--- config.mk ---
export PLATFORM = sky130hd
export DESIGN_NAME = eepromSeqRead
export DESIGN_NICKNAME = d
export VERILOG_FILES = /design/src/rtl/eepromRdPkg.sv /design/src/rtl/eepromBitTimer.sv /design/src/rtl/eepromRdDatapath.sv /design/src/rtl/eepromRdSequencer.sv /design/src/rtl/eepromSeqRead.sv
export SDC_FILE = /design/constraint.sdc
export NUM_CORES = 1
export LEC_CHECK = 0
export ABC_AREA = 1
export BUFFER_PORTS_ARGS = -buffer_cell sky130_fd_sc_hd__buf_2
export CAP_MARGIN = 20
export CELL_PAD_IN_SITES_DETAIL_PLACEMENT = 0
export CELL_PAD_IN_SITES_GLOBAL_PLACEMENT = 1
export CORE_UTILIZATION = 37
export CTS_CLUSTER_SIZE = 14
export DETAILED_ROUTE_END_ITERATION = 12
export HOLD_SLACK_MARGIN = 0.15
export PLACE_DENSITY_LB_ADDON = 0.1
export SLEW_MARGIN = 15
export SYNTH_ARGS = -nofsm -noshare
export SYNTH_HDL_FRONTEND = slang
export SYNTH_SLANG_ARGS = --single-unit
--- constraint.sdc ---
create_clock -name clk -period 1.44 [get_ports clk]
set_input_delay 0.288 -clock clk [delete_from_list [all_inputs] [get_ports clk]]
set_output_delay 0.288 -clock clk [all_outputs]
set_load 0.1 [all_outputs]
--- src/rtl/eepromRdPkg.sv ---
package eepromRdPkg;

  localparam logic [3:0] CTRL_CODE = 4'b1010;

  // Kind of bus bit slot currently being generated; also the sequencer state.
  typedef enum logic [2:0] {
    SLOT_IDLE,
    SLOT_START,
    SLOT_TX,
    SLOT_CACK,
    SLOT_RX,
    SLOT_MACK,
    SLOT_MNACK,
    SLOT_STOP
  } slotKindT;

  // Strobes from the sequencer to the datapath.
  typedef struct packed {
    slotKindT slot;
    logic     loadCtrl;
    logic     shiftTx;
    logic     captureRx;
    logic     emitByte;
  } busStrobesT;

endpackage

--- src/rtl/eepromBitTimer.sv ---
module eepromBitTimer #(
  parameter int CLK_DIV = 4
) (
  input  logic       clk,
  input  logic       rstN,
  input  logic       run,
  output logic       tick,
  output logic [1:0] phase
);

  localparam int DIV_W = (CLK_DIV > 1) ? $clog2(CLK_DIV) : 1;
  localparam logic [DIV_W-1:0] DIV_LAST = DIV_W'(CLK_DIV - 1);

  logic [DIV_W-1:0] divCnt;

  initial begin
    if (CLK_DIV < 2) $error("CLK_DIV must be at least 2");
  end

  assign tick = run && (divCnt == DIV_LAST);

  always_ff @(posedge clk) begin
    if (!rstN || !run) begin
      divCnt <= '0;
      phase  <= 2'd0;
    end else if (tick) begin
      divCnt <= '0;
      phase  <= phase + 2'd1;
    end else begin
      divCnt <= divCnt + DIV_W'(1);
    end
  end

  // Idle timer sits at the first phase
  AST_PHASE_PARKED: assert property (@(posedge clk) disable iff (!rstN)
    !run |=> (phase == 2'd0));

endmodule

--- src/rtl/eepromRdDatapath.sv ---
module eepromRdDatapath
  import eepromRdPkg::*;
(
  input  logic       clk,
  input  logic       rstN,
  input  busStrobesT strobes,
  input  logic [1:0] phase,
  input  logic       cmdWide,
  input  logic [2:0] cmdAddrHi,
  input  logic       sdaIn,
  output logic       sampledBit,
  output logic       sclDrv,
  output logic       sdaDrv,
  output logic [7:0] rdData,
  output logic       rdValid
);

  logic [7:0] txShift;
  logic [7:0] rxShift;
  logic       sclNext;
  logic       sdaNext;
  logic       lowHalf;

  assign lowHalf = !phase[1];

  // Line drive for the next cycle, from slot kind and phase.
  always_comb begin
    sclNext = 1'b0;
    sdaNext = sdaDrv;
    unique case (strobes.slot)
      SLOT_IDLE:  sdaNext = 1'b0;
      SLOT_START: sdaNext = phase[1];
      SLOT_TX: begin
        sclNext = lowHalf;
        if (phase != 2'd0) sdaNext = !txShift[7];
      end
      SLOT_CACK, SLOT_RX: begin
        sclNext = lowHalf;
        if (phase != 2'd0) sdaNext = 1'b0;
      end
      SLOT_MACK: begin
        sclNext = lowHalf;
        if (phase != 2'd0) sdaNext = 1'b1;
      end
      SLOT_MNACK: begin
        sclNext = lowHalf;
        if (phase != 2'd0) sdaNext = 1'b0;
      end
      SLOT_STOP: begin
        sclNext = lowHalf;
        if (phase != 2'd0) sdaNext = (phase != 2'd3);
      end
      default: begin
        sclNext = 1'b0;
        sdaNext = 1'b0;
      end
    endcase
  end

  always_ff @(posedge clk) begin
    if (!rstN) begin
      sclDrv <= 1'b0;
      sdaDrv <= 1'b0;
    end else begin
      sclDrv <= sclNext;
      sdaDrv <= sdaNext;
    end
  end

  always_ff @(posedge clk) begin
    if (!rstN) begin
      txShift <= '0;
    end else if (strobes.loadCtrl) begin
      txShift <= {CTRL_CODE, (cmdWide ? 3'b000 : cmdAddrHi), 1'b1};
    end else if (strobes.shiftTx) begin
      txShift <= {txShift[6:0], 1'b0};
    end
  end

  always_ff @(posedge clk) begin
    if (!rstN) begin
      rxShift    <= '0;
      sampledBit <= 1'b0;
    end else if (strobes.captureRx) begin
      sampledBit <= sdaIn;
      if (strobes.slot == SLOT_RX) rxShift <= {rxShift[6:0], sdaIn};
    end
  end

  always_ff @(posedge clk) begin
    if (!rstN) begin
      rdData  <= '0;
      rdValid <= 1'b0;
    end else begin
      rdValid <= strobes.emitByte;
      if (strobes.emitByte) rdData <= rxShift;
    end
  end

  AST_SDA_STEADY_HIGH: assert property (@(posedge clk) disable iff (!rstN)
    ((sdaDrv != $past(sdaDrv)) && !sclDrv && !$past(sclDrv))
      |-> ($past(strobes.slot) == SLOT_START || $past(strobes.slot) == SLOT_STOP));

  AST_VALID_PULSE: assert property (@(posedge clk) disable iff (!rstN)
    rdValid |=> !rdValid);

  AST_CTRL_READ_FLAG: assert property (@(posedge clk) disable iff (!rstN)
    (strobes.slot == SLOT_START) |-> (txShift[7:4] == CTRL_CODE && txShift[0]));

  AST_NACK_RELEASED: assert property (@(posedge clk) disable iff (!rstN)
    ($past(strobes.slot) == SLOT_MNACK && !sclDrv) |-> !sdaDrv);

endmodule

--- src/rtl/eepromRdSequencer.sv ---
module eepromRdSequencer
  import eepromRdPkg::*;
#(
  parameter int CNT_W = 8
) (
  input  logic             clk,
  input  logic             rstN,
  input  logic             cmdStart,
  input  logic [CNT_W-1:0] cmdCount,
  input  logic             timeoutClr,
  input  logic             tick,
  input  logic [1:0]       phase,
  input  logic             sampledBit,
  output busStrobesT       strobes,
  output logic             busy,
  output logic             done,
  output logic             timeoutFlag
);

  slotKindT         state;
  logic [2:0]       bitCnt;
  logic [CNT_W-1:0] bytesLeft;
  logic             slotEnd;
  logic             midHigh;

  assign slotEnd = tick && (phase == 2'd3);
  assign midHigh = tick && (phase == 2'd2);
  assign busy    = (state != SLOT_IDLE);

  always_comb begin
    strobes.slot      = state;
    strobes.loadCtrl  = (state == SLOT_IDLE) && cmdStart;
    strobes.shiftTx   = slotEnd && (state == SLOT_TX);
    strobes.captureRx = midHigh && (state == SLOT_RX || state == SLOT_CACK);
    strobes.emitByte  = slotEnd && (state == SLOT_RX) && (bitCnt == 3'd7);
  end

  always_ff @(posedge clk) begin
    if (!rstN) begin
      state       <= SLOT_IDLE;
      bitCnt      <= '0;
      bytesLeft   <= '0;
      done        <= 1'b0;
      timeoutFlag <= 1'b0;
    end else begin
      done <= 1'b0;
      if (timeoutClr) timeoutFlag <= 1'b0;
      if (state == SLOT_IDLE) begin
        if (cmdStart) begin
          state     <= SLOT_START;
          bitCnt    <= '0;
          bytesLeft <= (cmdCount == '0) ? CNT_W'(1) : cmdCount;
        end
      end else if (slotEnd) begin
        unique case (state)
          SLOT_START: begin
            state  <= SLOT_TX;
            bitCnt <= '0;
          end
          SLOT_TX: begin
            if (bitCnt == 3'd7) state <= SLOT_CACK;
            bitCnt <= bitCnt + 3'd1;
          end
          SLOT_CACK: begin
            bitCnt <= '0;
            if (sampledBit) begin
              state       <= SLOT_STOP;
              timeoutFlag <= 1'b1;
            end else begin
              state <= SLOT_RX;
            end
          end
          SLOT_RX: begin
            bitCnt <= bitCnt + 3'd1;
            if (bitCnt == 3'd7) begin
              bytesLeft <= bytesLeft - CNT_W'(1);
              state     <= (bytesLeft == CNT_W'(1)) ? SLOT_MNACK : SLOT_MACK;
            end
          end
          SLOT_MACK:  state <= SLOT_RX;
          SLOT_MNACK: state <= SLOT_STOP;
          SLOT_STOP: begin
            state <= SLOT_IDLE;
            done  <= 1'b1;
          end
          default: state <= SLOT_IDLE;
        endcase
      end
    end
  end

  AST_COUNT_LIVE: assert property (@(posedge clk) disable iff (!rstN)
    (state == SLOT_RX || state == SLOT_MACK) |-> (bytesLeft != '0));

  AST_TIMEOUT_STICKY: assert property (@(posedge clk) disable iff (!rstN)
    (timeoutFlag && !timeoutClr) |=> timeoutFlag);

  AST_ABORT_STOP: assert property (@(posedge clk) disable iff (!rstN)
    $rose(timeoutFlag) |-> (state == SLOT_STOP));

  AST_DONE_IDLE: assert property (@(posedge clk) disable iff (!rstN)
    done |-> (state == SLOT_IDLE && $past(state) == SLOT_STOP));

  AST_BUSY_IGNORES_START: assert property (@(posedge clk) disable iff (!rstN)
    (busy && state != SLOT_STOP && cmdStart) |=> busy);

endmodule

--- src/rtl/eepromSeqRead.sv ---
module eepromSeqRead
  import eepromRdPkg::*;
#(
  parameter int CLK_DIV = 4,
  parameter int CNT_W   = 8
) (
  input  logic             clk,
  input  logic             rstN,
  input  logic             cmdStart,
  input  logic [CNT_W-1:0] cmdCount,
  input  logic             cmdWide,
  input  logic [2:0]       cmdAddrHi,
  input  logic             timeoutClr,
  input  logic             sdaIn,
  output logic             sclDriveLow,
  output logic             sdaDriveLow,
  output logic [7:0]       rdData,
  output logic             rdValid,
  output logic             busy,
  output logic             done,
  output logic             timeout
);

  busStrobesT strobes;
  logic       tick;
  logic [1:0] phase;
  logic       sampledBit;

  eepromBitTimer #(.CLK_DIV(CLK_DIV)) u_timer (
    .clk   (clk),
    .rstN  (rstN),
    .run   (busy),
    .tick  (tick),
    .phase (phase)
  );

  eepromRdSequencer #(.CNT_W(CNT_W)) u_seq (
    .clk         (clk),
    .rstN        (rstN),
    .cmdStart    (cmdStart),
    .cmdCount    (cmdCount),
    .timeoutClr  (timeoutClr),
    .tick        (tick),
    .phase       (phase),
    .sampledBit  (sampledBit),
    .strobes     (strobes),
    .busy        (busy),
    .done        (done),
    .timeoutFlag (timeout)
  );

  eepromRdDatapath u_dp (
    .clk        (clk),
    .rstN       (rstN),
    .strobes    (strobes),
    .phase      (phase),
    .cmdWide    (cmdWide),
    .cmdAddrHi  (cmdAddrHi),
    .sdaIn      (sdaIn),
    .sampledBit (sampledBit),
    .sclDrv     (sclDriveLow),
    .sdaDrv     (sdaDriveLow),
    .rdData     (rdData),
    .rdValid    (rdValid)
  );

endmodule

Word-level counts from Yosys, hierarchy flattened

Index checks and enable logic that the tools add are counted.

Register bits after elaboration: 48
Bits in latches: 0
Memory bits (writable): 0
Bits in read-only memories: 0
Bits of input ports: 17
Output and inout port bits: 14
Word-level logic and storage cells: 109
Memories: 0

$add $sub $neg: 4
Multipliers: 0
Div/mod/pow operators: 0
$lt $le $gt $ge: 0
Equal/unequal tests: 20
Shifts and indexed selects: 0
Multiplexer cells: 32
Bitwise operators: 2
Reduce and logical (&&, ||, !) cells: 36

Operator list:

| kind                  | number |
|---|---|
| $mux W8               | 8 |
| $mux W3               | 9 |
| $pmux W3 S6           | 1 |
| $eq A3 B3 Y1 const B  | 5 |
| $reduce_and A4 Y1     | 3 |
| $mux W1               | 10 |
| $reduce_bool A2 Y1    | 5 |
| $eq A8 B1 Y1 const B  | 1 |
| $logic_and A1 B1 Y1   | 8 |
| $logic_not A8 Y1      | 1 |
| $ne A2 B1 Y1 const B  | 4 |
| $reduce_or A2 Y1      | 4 |
| $sub A8 B1 Y8 const B | 1 |
| $eq A2 B2 Y1 const B  | 3 |
| $eq A3 B2 Y1 const B  | 2 |
| $ne A3 B3 Y1 const B  | 2 |
| $pmux W1 S6           | 1 |
| $pmux W3 S2           | 1 |
| $reduce_bool A3 Y1    | 2 |
| $reduce_or A3 Y1      | 2 |
| $reduce_or A6 Y1      | 1 |
| $add A2 B1 Y2 const B | 2 |
| $logic_not A1 Y1      | 4 |
| $mux W2               | 2 |
| other kinds (8)       | 12 |

Longest topological paths before layout

Gate-level depths: netlist (run 1).

Word-level depth: 6
Gate-level depth with buffers: 10
Mapped depth without buffers: 9

By module

From an unflattened synthesis (run 1), not the netlist that was laid out.

Cell total of the unflattened synthesis: 352
Area, all modules: 2382.3 µm²

By module, submodules not included:

| module            | times used | cells an instance | area an instance (µm²) | seq. area each (µm²) |
|---|---|---|---|---|
| eepromRdSequencer | 1          | 183               | 1117.3                 | 320.3 |
| eepromRdDatapath  | 1          | 149               | 1102.3                 | 560.5 |
| eepromBitTimer    | 1          | 20                | 162.7                  | 80.1 |

Worst setup path after synthesis (run 1)

OpenSTA, ideal clock, no wires.

Path kind: reg2reg
Start: register u_timer.divCnt[0]
End: register u_dp.rdData[0]
Library setup time: 118 ps
Arrival: 1262 ps
Data required time: 1322 ps
Path slack: 60 ps
Cell stages (with the launch flop): 8
Buffers on the path: 1
Clock period less this slack: 1380 ps
Cell sequence: dfxtp_1 > ha_1 > buf_2 > nand4_2 > nor2_4 > inv_1 > nor2_1 > nor2_1

Word-level cells in the longest chain between the ends: 5

RTL lines:

| element                          | line                    | source |
|---|---|---|
| start: declaration               | eepromBitTimer.sv:14    | `logic [DIV_W-1:0] divCnt;` |
| start signal: assignment         | eepromBitTimer.sv:30    | `divCnt <= divCnt + DIV_W'(1);` |
| $eq A2 B2 Y1                     | eepromBitTimer.sv:20    | `assign tick = run && (divCnt == DIV_LAST);` |
| $logic_and A1 B1 Y1              | eepromBitTimer.sv:20    |  |
| $logic_and A1 B1 Y1              | eepromRdSequencer.sv:26 | `assign slotEnd = tick && (phase == 2'd3);` |
| $logic_and A1 B1 Y1 (2 in a row) | eepromRdSequencer.sv:35 | `strobes.emitByte = slotEnd && (state == SLOT_RX) && (bitCnt == 3'd7);` |
| end signal: assignment           | eepromRdDatapath.sv:96  | `if (strobes.emitByte) rdData <= rxShift;` |
| end: declaration                 | eepromRdDatapath.sv:14  | `output logic [7:0] rdData,` |

Every way passes these cells.
A chain may end at the register's enable or synchronous reset.

Worst setup path in the final report (run 1)

Start: register u_dp.rdData[1]
End: output port rdData[1]

RTL lines:

| element          | line                | source |
|---|---|---|
| end: declaration | eepromSeqRead.sv:17 | `output logic [7:0] rdData,` |

No word-level cell between the ends.

==> impl_metrics.tcl, run 1 <==
set metrics [dict create \
    status "completed" \
    cts_tree "built" \
    cts_buffers 5 \
    setup_ws_ns 0.07145 \
    synthArstFlopShare_pct 0 \
    synthCells 343 \
    synth_edf_count 0 \
    drt.antenna.violating_nets 0 \
    use_met1_pct 26.35 \
    setup_viol 0 \
    crit_path_max_incr_delay_ns 0.43 \
    dpl_worst_slack_ns -0.01485 \
    synth.net_count 368 \
    period_share_pct 95.04 \
    hpwlAfterDp_um 4379 \
    ioPinCount 31 \
    p_leak_nw 1.516 \
    place_area_um2 2912 \
    finish.instance_area_um2 3166 \
    vdd_drop_max_uv 1778 \
    clk_root_buffer_cell "clkbuf_8" \
    core_region_area_um2 6350 \
    finalWirelength_um 5774 \
    crit_arrival_ns 1.08 \
    drtIter0Drc 90 \
    syn2layout_area_growth_pct 29.68 \
    drive_gt1_share_pct 27.74 \
    crit_buf_inv 1 \
    crit_slowest_cell "buf_2" \
    grtUsageMet2_pct 26.68 \
    path_cells "buf_2" \
    worst-path-max-fanout 2 \
    clk_pin_slew_worst_paths_ns 0.10 \
    cp_top_family "buffers and inverters" \
    total_power_w 0.006511 \
    die_h_um 83.23 \
    dr.pass1.iters 4 \
    synth.largest_area_cell "dfxtp_1" \
    num_rows 29 \
    busiest_layer "met2" \
    maxCapViolCount 0 \
    tns_ns 0 \
    crit_cells 1 \
    syn_avg_cell_area_um2 7.117 \
    yosysTopAreaCellShare_pct 39.36 \
    critical_path_class "reg -> out" \
    powerDensity_nw_per_um2 2057 \
    slew_headroom_pct 67.66 \
    ys_top_cells_by_count "nand2_1 (72), nor2_1 (57), dfxtp_1 (48), inv_1 (40), o21ai_0 (33)" \
    seq_area_frac_synth_pct 39.36 \
    yosys_warnings 0 \
    utilization_pct 49.85 \
    grt_antenna_before_repair 0 \
    hold_buffers 0 \
    fp.dieArea_um2 6926 \
    grtUsageTotal_pct 17.85 \
    viasPerCell 4.602 \
    grt.overflow.total 0 \
    cts_max_level 2 \
    cp-start-kind "register" \
    num_vias 2246 \
    gp_congestion 0.7875 \
    worst_clock_skew_ns 0.01055 \
    reg2regPathDepth 7 \
    min_path_cells 2 \
    fin_nets 435 \
    tightest_slew_ns 0.4885 \
    worstHoldPathType "in -> reg" \
    clock_latency_ns 0.30 \
    fmax_mhz 730.7 \
    post-route-drc-count 0 \
    ys_ff_latch 48 \
    slew_violations 0 \
    initial_core_util_pct 38.44 \
    yosys-top-cells-area "dfxtp_1 (39%), nand2_1 (11%), nor2_1 (8.8%), o21ai_0 (6.8%), inv_1 (6.2%)" \
    cts_sinks 48 \
    critical_path_required_ns 1.15 \
    end_kind "primary output" \
    met3_usage_pct 3.380 \
    wl_per_cell_um 11.83 \
    grt_pass1_wl_um 10030 \
    clockBufferDepth 2 \
    grt_pass1_vias 2085 \
    numPortBuffers 30 \
    n_antenna_cell 0 \
    synth-main-ff-cell "dfxtp_1" \
    die-width_um 83.23 \
    synth_cell_types 33 \
    synth.cell_area_um2 2441 \
    synth.most_common_cell "nand2_1" \
    min_period_ns 1.369 \
    grt_start_max_net_pins 17 \
    finalHoldViolations 0 \
]
[layer usage]
metal / vias up / wire (µm)
met4: 0 / 60
li1: 1228 / -
met1: 975 / 3071
met3: 6 / 219
met5: - / 0
met2: 37 / 2422
[final cells by class]
cell class              count  area [µm²]
fillers                   662        3184
multi-input cells         243        1305
flip-flops and latches     48       972.2
repair buffers             68       486.7
inverters                  44       167.7
well taps                  77       96.34
clock buffers               5       68.82
clock inverters             3       68.82
[kinds of logic (layout without fill, tap and decap cells)]
group	after synthesis	after routing	share of synthesized area, %
simple gates	171	171	33.21
flops	48	48	39.36
fa+ha+maj	8	8	4.101
xor+xnor	2	2	0.7177
buf+inv	52	120	8.969
compound gates	62	62	13.63
[report_power, final]
group / total (W) / leakage, nW / switching (W) / internal (W)
clock network: 0.00118 / 0.0687 / 0.000483 / 0.000699
registers: 0.00182 / 0.394 / 0.000217 / 0.00161
logic: 0.00350 / 1.05 / 0.00207 / 0.00144
total: 0.00651 / 1.52 / 0.00277 / 0.00374
[layout by cell type, fill, tap and decap left out, types with 3 or more instances in the layout]
master / n
a21oi_1: 22
buf_12: 3
buf_2: 29
buf_4: 33
buf_6: 3
clkbuf_8: 5
dfxtp_1: 43
dfxtp_2: 3
ha_1: 6
inv_1: 38
inv_2: 3
nand2_1: 71
nand2_2: 4
nand2_4: 5
nand3_1: 10
nand3_4: 3
nand4_1: 3
nor2_1: 56
nor2_2: 3
nor2_4: 4
nor3_1: 6
o21ai_0: 22
o21ai_1: 10
[timing repair]
item / in CTS / in global routing
setup buffers: 3 / 3
pin swaps: 2 / 7
endpoints found under the hold margin: 0 / 0
setup endpoints to repair: 11 / 26
gates resized for setup: 7 / 25
[sequential cells by signal (all words and copies together) (netlist names), 2 cells and up]
register,flops
u_dp.rdData,8
u_dp.rxShift,8
u_dp.txShift,8
u_seq.bitCnt,3
u_seq.bytesLeft,8
u_seq.state,3
u_timer.divCnt,2
u_timer.phase,2
[stage by stage]
stage,hold slack [ns],instances
2_1_floorplan,0.4018,343
3_3_place_gp,0.4203,475
3_5_place_dp,0.4242,475
4_1_cts,0.1777,485
5_1_grt,0.1701,488
6_report,0.1852,488
[final timing paths]
kind,start,to,slack (ns)
max,u_dp.rdData[1],rdData[1],0.07
min,timeoutClr,u_seq.timeoutFlag,0.19
max reg2reg,u_seq.bitCnt[0],u_seq.bytesLeft[5],0.09
min reg2reg,u_dp.rxShift[7],u_dp.rdData[7],0.45
No activity file was read; power rests on OpenSTA's default activity.
==> inputs of run 2 (changes only) <==
--- a/config.mk
+++ b/config.mk
@@ -5,16 +5,15 @@
 export SDC_FILE = /design/constraint.sdc
 export NUM_CORES = 1
 export LEC_CHECK = 0
-export ABC_AREA = 1
 export BUFFER_PORTS_ARGS = -buffer_cell sky130_fd_sc_hd__buf_2
 export CAP_MARGIN = 20
 export CELL_PAD_IN_SITES_DETAIL_PLACEMENT = 0
 export CELL_PAD_IN_SITES_GLOBAL_PLACEMENT = 1
-export CORE_UTILIZATION = 37
+export CORE_UTILIZATION = 38
 export CTS_CLUSTER_SIZE = 14
 export DETAILED_ROUTE_END_ITERATION = 12
 export HOLD_SLACK_MARGIN = 0.15
-export PLACE_DENSITY_LB_ADDON = 0.1
+export PLACE_DENSITY = 0.72
 export SLEW_MARGIN = 15
 export SYNTH_ARGS = -nofsm -noshare
 export SYNTH_HDL_FRONTEND = slang
==> run 2 against run 1 <==
The run now ends with negative setup slack left. First-iteration DRC count increased by 1.1%. Power decreased by 55%. Register-to-register slack got worse by 0.43 ns. Count of clock-buffer cells in the layout unchanged. Routed wire length increased by 10%. Critical path type is now reg -> reg. Clock skew decreased by 0.0027 ns. Final cell count decreased by 11%. Fmax decreased by 23%.
==> impl_metrics.tcl, run 2 <==
set metrics [dict create \
    fin_nets 383 \
    p_sw_w 0.0008509 \
    worstHoldPathType "in -> reg" \
    die_h_um 80.09 \
    num_rows 28 \
    vdd_drop_max_uv 455.0 \
    gp_congestion 0.8192 \
    use_met1_pct 27.46 \
    cp-start-kind "register" \
    status "complete, but fails checks" \
    synth-xor-area-share_pct 1.512 \
    cts_max_level 2 \
    drt.antenna.violating_nets 0 \
    slew_violations 0 \
    seqPwrFrac_pct 48.8 \
    ys_ff_latch 48 \
    drive_gt1_share_pct 46.93 \
    most-common-layout-cells "buf_4 (45), dfxtp_1 (37), nand2_1 (34), buf_2 (29), nor2_1 (23)" \
    cts_sinks 48 \
    fp.dieArea_um2 6414 \
    comb_power_share_pct 23.7 \
    finalWirelength_um 6365 \
    clock_latency_ns 0.30 \
    finish.instance_area_um2 3520 \
    clk_root_buffer_cell "clkbuf_8" \
    drtIter0Drc 91 \
    synthMuxAreaShare_pct 6.048 \
    setup_ws_ns -0.3433 \
    n_antenna_cell 0 \
    hpwlAfterDp_um 4087 \
    cts_tree "built" \
    p_leak_nw 1.429 \
    critical_path_required_ns 1.63 \
    synth_edf_count 0 \
    fmax_mhz 560.7 \
    die-width_um 80.09 \
    grt_pass1_vias 2036 \
    crit_arrival_ns 1.97 \
    syn2layout_area_growth_pct 51.89 \
    post-route-drc-count 0 \
    period_share_pct 123.8 \
    min_period_ns 1.783 \
    powerDensity_nw_per_um2 824.1 \
    yosysTopAreaCellShare_pct 41.47 \
    synth_compound_area_share_pct 15.23 \
    violations "negative setup slack" \
    yosys.area_share.simple_pct 25.81 \
    wl_per_cell_um 14.70 \
    synth.largest_area_cell "dfxtp_1" \
    synth-main-ff-cell "dfxtp_1" \
    yosys.area_share.adder_pct 4.320 \
    intPower_w 0.002050 \
    dpl_worst_slack_ns -0.3068 \
    grt_pass1_wl_um 9798 \
    viasPerCell 5.252 \
    syn_avg_cell_area_um2 8.488 \
    cts_buffers 5 \
    maxCapViolCount 0 \
    slew_headroom_pct 67.46 \
    grtUsageTotal_pct 20.04 \
    grt_start_max_net_pins 38 \
    fill_cells 533 \
    grtUsageMet2_pct 31.71 \
    synthArstFlopShare_pct 0 \
    utilization_pct 59.80 \
    ioPinCount 31 \
    dr.pass1.iters 4 \
    busiest_layer "met2" \
    finalHoldViolations 0 \
    clk_pin_slew_worst_paths_ns 0.09 \
    grt_antenna_before_repair 0 \
    yosys-top-cells-area "dfxtp_1 (41%), nand2_1 (6.2%), mux2i_1 (6.0%), a21oi_1 (5.2%), nor2_1 (4.7%)" \
    rsz0062_at_grt "true" \
    numPortBuffers 30 \
    synth.cell_area_um2 2317 \
    num_vias 2274 \
    grt.overflow.total 0 \
    tightest_slew_ns 0.4915 \
    clkPwrFrac_pct 27.4 \
    end_kind "register" \
    synth_cell_types 51 \
    switching_share_pct 29.34 \
    setup_viol 32 \
    yosys_warnings 0 \
    synth.net_count 298 \
    worst_clock_skew_ns 0.007806 \
    synth_top_family_by_area "simple AND/OR/NAND/NOR gates" \
    seq_area_frac_synth_pct 41.47 \
    synthCells 273 \
    synth.most_common_cell "dfxtp_1" \
    ys_top_cells_by_count "dfxtp_1 (48), nand2_1 (38), nor2_1 (29), a21oi_1 (24), mux2i_1 (14)" \
    worst-path-max-fanout 3 \
    place_area_um2 2990 \
    core_region_area_um2 5886 \
    met3_usage_pct 4.091 \
    critical_path_class "reg -> reg" \
    final_common_cell "buf_4" \
    initial_core_util_pct 39.37 \
    clockBufferDepth 2 \
]
-- run 2: metrics by stage --
step / hold WS, ns / total power (W) / setup TNS, ns / cells
CTS: 0.2297 / 0.002804 / -2.917 / 423
global route: 0.2630 / 0.003024 / -5.546 / 433
global placement: 0.4221 / 0.001945 / -1.485 / 406
finish: 0.2347 / 0.002901 / -3.276 / 433
floorplan: 0.4125 / 0.001732 / -0.7888 / 273
detailed placement: 0.4247 / 0.001947 / -1.833 / 406
-- run 2: power by group through the flow --
stage               sequential, W  clock, W  combinational, W
finish                    0.00142  0.000796          0.000689
global route              0.00142  0.000866          0.000737
CTS                       0.00141  0.000824          0.000570
detailed placement        0.00144         0          0.000502
global placement          0.00144         0          0.000501
floorplan                 0.00144         0          0.000290
-- run 2: final cells by class --
class / count / area [µm²] / share of cell area (%)
multi-input combinational: 196 / 1523 / 43.26
sequential: 48 / 979.7 / 27.84
timing repair buffer: 96 / 787.0 / 22.36
tap: 75 / 93.84 / 2.666
clock buffer: 5 / 68.82 / 1.955
inverter: 11 / 55.05 / 1.564
clock inverter: 2 / 12.51 / 0.3555
-- run 2: metal layers --
layer / routed length, µm / part of all wire [%]
met5: 0 / 0
met4: 125 / 2.0
met3: 251 / 3.9
met2: 2990 / 47
met1: 2996 / 47
-- run 2: logic make-up (layout without fill, tap and decap cells) --
group,after synthesis,after routing
buffers and inverters,29,114
flip-flops,48,48
multiplexers,14,14
AO/OA/AOI/OAI,55,55
adder cells (fa/ha/maj),8,8
XOR/XNOR,4,4
AND/OR/NAND/NOR,115,115
-- run 2: final timing paths --
check / start / depth (start not counted) / slack (ns) / to
worst min register to register: u_timer.divCnt[0] / 1 / 0.43 / u_timer.divCnt[0]
worst max register to register: u_seq.bitCnt[1] / 6 / -0.34 / u_seq.bytesLeft[5]
worst max-delay path: u_seq.bitCnt[1] / 6 / -0.34 / u_seq.bytesLeft[5]
worst min-delay path: timeoutClr / 3 / 0.23 / u_seq.timeoutFlag
-- run 2: worst max-delay path, stage by stage (launching register included) --
cell	delay (ns)
dfxtp_2	0.36
ha_4	0.14
ha_4	0.14
or4b_4	0.47
o311a_1	0.31
a31oi_1	0.16
a31oi_1	0.10
-- run 2: repair_timing --
action / in CTS / in global routing
resized for setup: 19 / 47
pin swaps: 15 / 17
hold endpoints to repair: 0 / 0
hold buffers: 0 / 0
cloned: 0 / 0
endpoints found under the setup margin: 39 / 40
setup buffers: 10 / 11
==> inputs of run 3 (changes only) <==
--- a/config.mk
+++ b/config.mk
@@ -14,6 +14,7 @@
 export DETAILED_ROUTE_END_ITERATION = 12
 export HOLD_SLACK_MARGIN = 0.15
 export PLACE_DENSITY = 0.72
+export SKIP_CTS_REPAIR_TIMING = 1
 export SLEW_MARGIN = 15
 export SYNTH_ARGS = -nofsm -noshare
 export SYNTH_HDL_FRONTEND = slang
==> run 3 against run 2 <==
The run still ends with negative setup slack left. Clock skew is essentially flat. First-iteration DRC count decreased by 24%. Setup slack lost 0.022 ns. Register-to-register slack got worse by 0.02 ns. Highest routed layer unchanged. Sequential power about the same. Non-clock buffer count shrank 6. Largest cell class unchanged. Sequential cell count stayed put.
==> impl_metrics.tcl, run 3 (synthesized netlist as in run 2, its figures left out) <==
set metrics [dict create \
    initial_core_util_pct 39.37 \
    worstHoldPathType "in -> reg" \
    fmax_mhz 553.9 \
    setup_ws_ns -0.3653 \
    clkPwrFrac_pct 28.0 \
    grt_pass1_wl_um 9349 \
    switching_share_pct 29.47 \
    slew_headroom_pct 67.07 \
    dr.pass1.iters 4 \
    grtUsageMet2_pct 29.23 \
    grt_antenna_before_repair 0 \
    critical_path_required_ns 1.63 \
    comb_power_share_pct 22.3 \
    clk_root_buffer_cell "clkbuf_8" \
    die_h_um 80.09 \
    violations "negative setup slack" \
    whs_ns 0.2452 \
    drtIter0Drc 69 \
    ioPinCount 31 \
    n_antenna_cell 0 \
    wl_per_cell_um 14.66 \
    die-width_um 80.09 \
    vdd_drop_max_uv 442.7 \
    intPower_w 0.002012 \
    total_power_w 0.002853 \
    drt.antenna.violating_nets 0 \
    grt_start_max_net_pins 38 \
    rsz0062_at_grt "true" \
    grtUsageTotal_pct 19.03 \
    hpwlAfterDp_um 4087 \
    cp_top_family "compound AO/OA/AOI/OAI gates" \
    slew_violations 0 \
    met3_usage_pct 4.205 \
    grt_pass1_vias 1972 \
    cts_buffers 5 \
    path_cells "ha_4, ha_4, or4b_4, o311a_1, a31oi_1, a31oi_1" \
    fp.dieArea_um2 6414 \
    core_region_area_um2 5886 \
    syn2layout_area_growth_pct 53.51 \
    worst-path-max-fanout 4 \
    tns_ns -1.687 \
    clock_latency_ns 0.31 \
    busiest_layer "met2" \
    final_common_cell "buf_4" \
    finalWirelength_um 6261 \
    worst_clock_skew_ns 0.007770 \
    most-common-layout-cells "buf_4 (41), dfxtp_1 (36), nor2_1 (26), buf_2 (26), nand2_1 (22)" \
    setup_viol 22 \
    seqPwrFrac_pct 49.7 \
    drive_gt1_share_pct 50.85 \
    post-route-drc-count 0 \
    tightest_slew_ns 0.4973 \
    num_vias 2217 \
    p_leak_nw 1.467 \
    cts_sinks 48 \
    p_sw_w 0.0008406 \
    use_met1_pct 26.28 \
    crit_buf_inv 0 \
    critical_path_class "reg -> reg" \
    clk_pin_slew_worst_paths_ns 0.09 \
    min_period_ns 1.805 \
    status "complete, but fails checks" \
    gp_congestion 0.8192 \
    period_share_pct 125.4 \
    crit_path_max_incr_delay_ns 0.48 \
    numPortBuffers 30 \
    finalHoldViolations 0 \
    num_rows 28 \
    maxCapViolCount 0 \
    crit_arrival_ns 2.00 \
    grt.overflow.total 0 \
    cts_tree "built" \
    crit_slowest_cell "or4b_4" \
    powerDensity_nw_per_um2 801.9 \
    dpl_worst_slack_ns -0.3068 \
    fin_nets 377 \
    cp-start-kind "register" \
    clockBufferDepth 2 \
    viasPerCell 5.192 \
    cts_max_level 2 \
    fill_cells 519 \
    end_kind "register" \
]
[run 3: path summary, 6_finish.rpt]
check | startpoint | to | slack, ns | cells after the start
max reg2reg | u_seq.bitCnt[1] | u_seq.bytesLeft[5] | -0.37 | 6
min reg2reg | u_timer.divCnt[0] | u_timer.divCnt[0] | 0.44 | 1
max | u_seq.bitCnt[1] | u_seq.bytesLeft[5] | -0.37 | 6
min | timeoutClr | u_seq.timeoutFlag | 0.25 | 3
[run 3: stage by stage]
step / std cells / area (µm²) / util, %
after floorplan: 273 / 2464 / -
after global placement: 406 / 2990 / 50.81
after detailed placement: 406 / 2990 / 50.81
after CTS: 413 / 3072 / 52.19
after global routing: 427 / 3557 / 60.44
final: 427 / 3557 / 60.44
[run 3: power by group through the flow]
stage	Clock, W	Sequential, W	Combinational, W
2_1_floorplan	0	0.00144	0.000290
3_5_place_dp	0	0.00144	0.000502
6_report	0.000800	0.00142	0.000636
5_1_grt	0.000861	0.00142	0.000678
4_1_cts	0.000824	0.00141	0.000504
3_3_place_gp	0	0.00144	0.000501
[run 3: worst reg2reg max path: stages, from the launching register on]
cell	delay (ns)
dfxtp_2	0.36
ha_4	0.14
ha_4	0.15
or4b_4	0.48
o311a_1	0.31
a31oi_1	0.16
a31oi_1	0.10
[run 3: layout make-up]
class                   instances  area [µm²]  share of cell area, %
clock inverters                 2       12.51                 0.3517
flip-flops and latches         48       983.4                  27.65
multi-input cells             196        1598                  44.92
inverters                      11       55.05                  1.548
repair buffers                 90       745.7                  20.96
clock buffers                   5       68.82                  1.935
well taps                      75       93.84                  2.638
[run 3: per-layer routing]
metal / part of all wire [%] / up-vias / wire length (µm)
met2: 48 / 50 / 3004
met1: 47 / 1036 / 2932
met4: 1.0 / 0 / 65
met3: 4.1 / 7 / 259
li1: - / 1124 / -
met5: 0 / - / 0
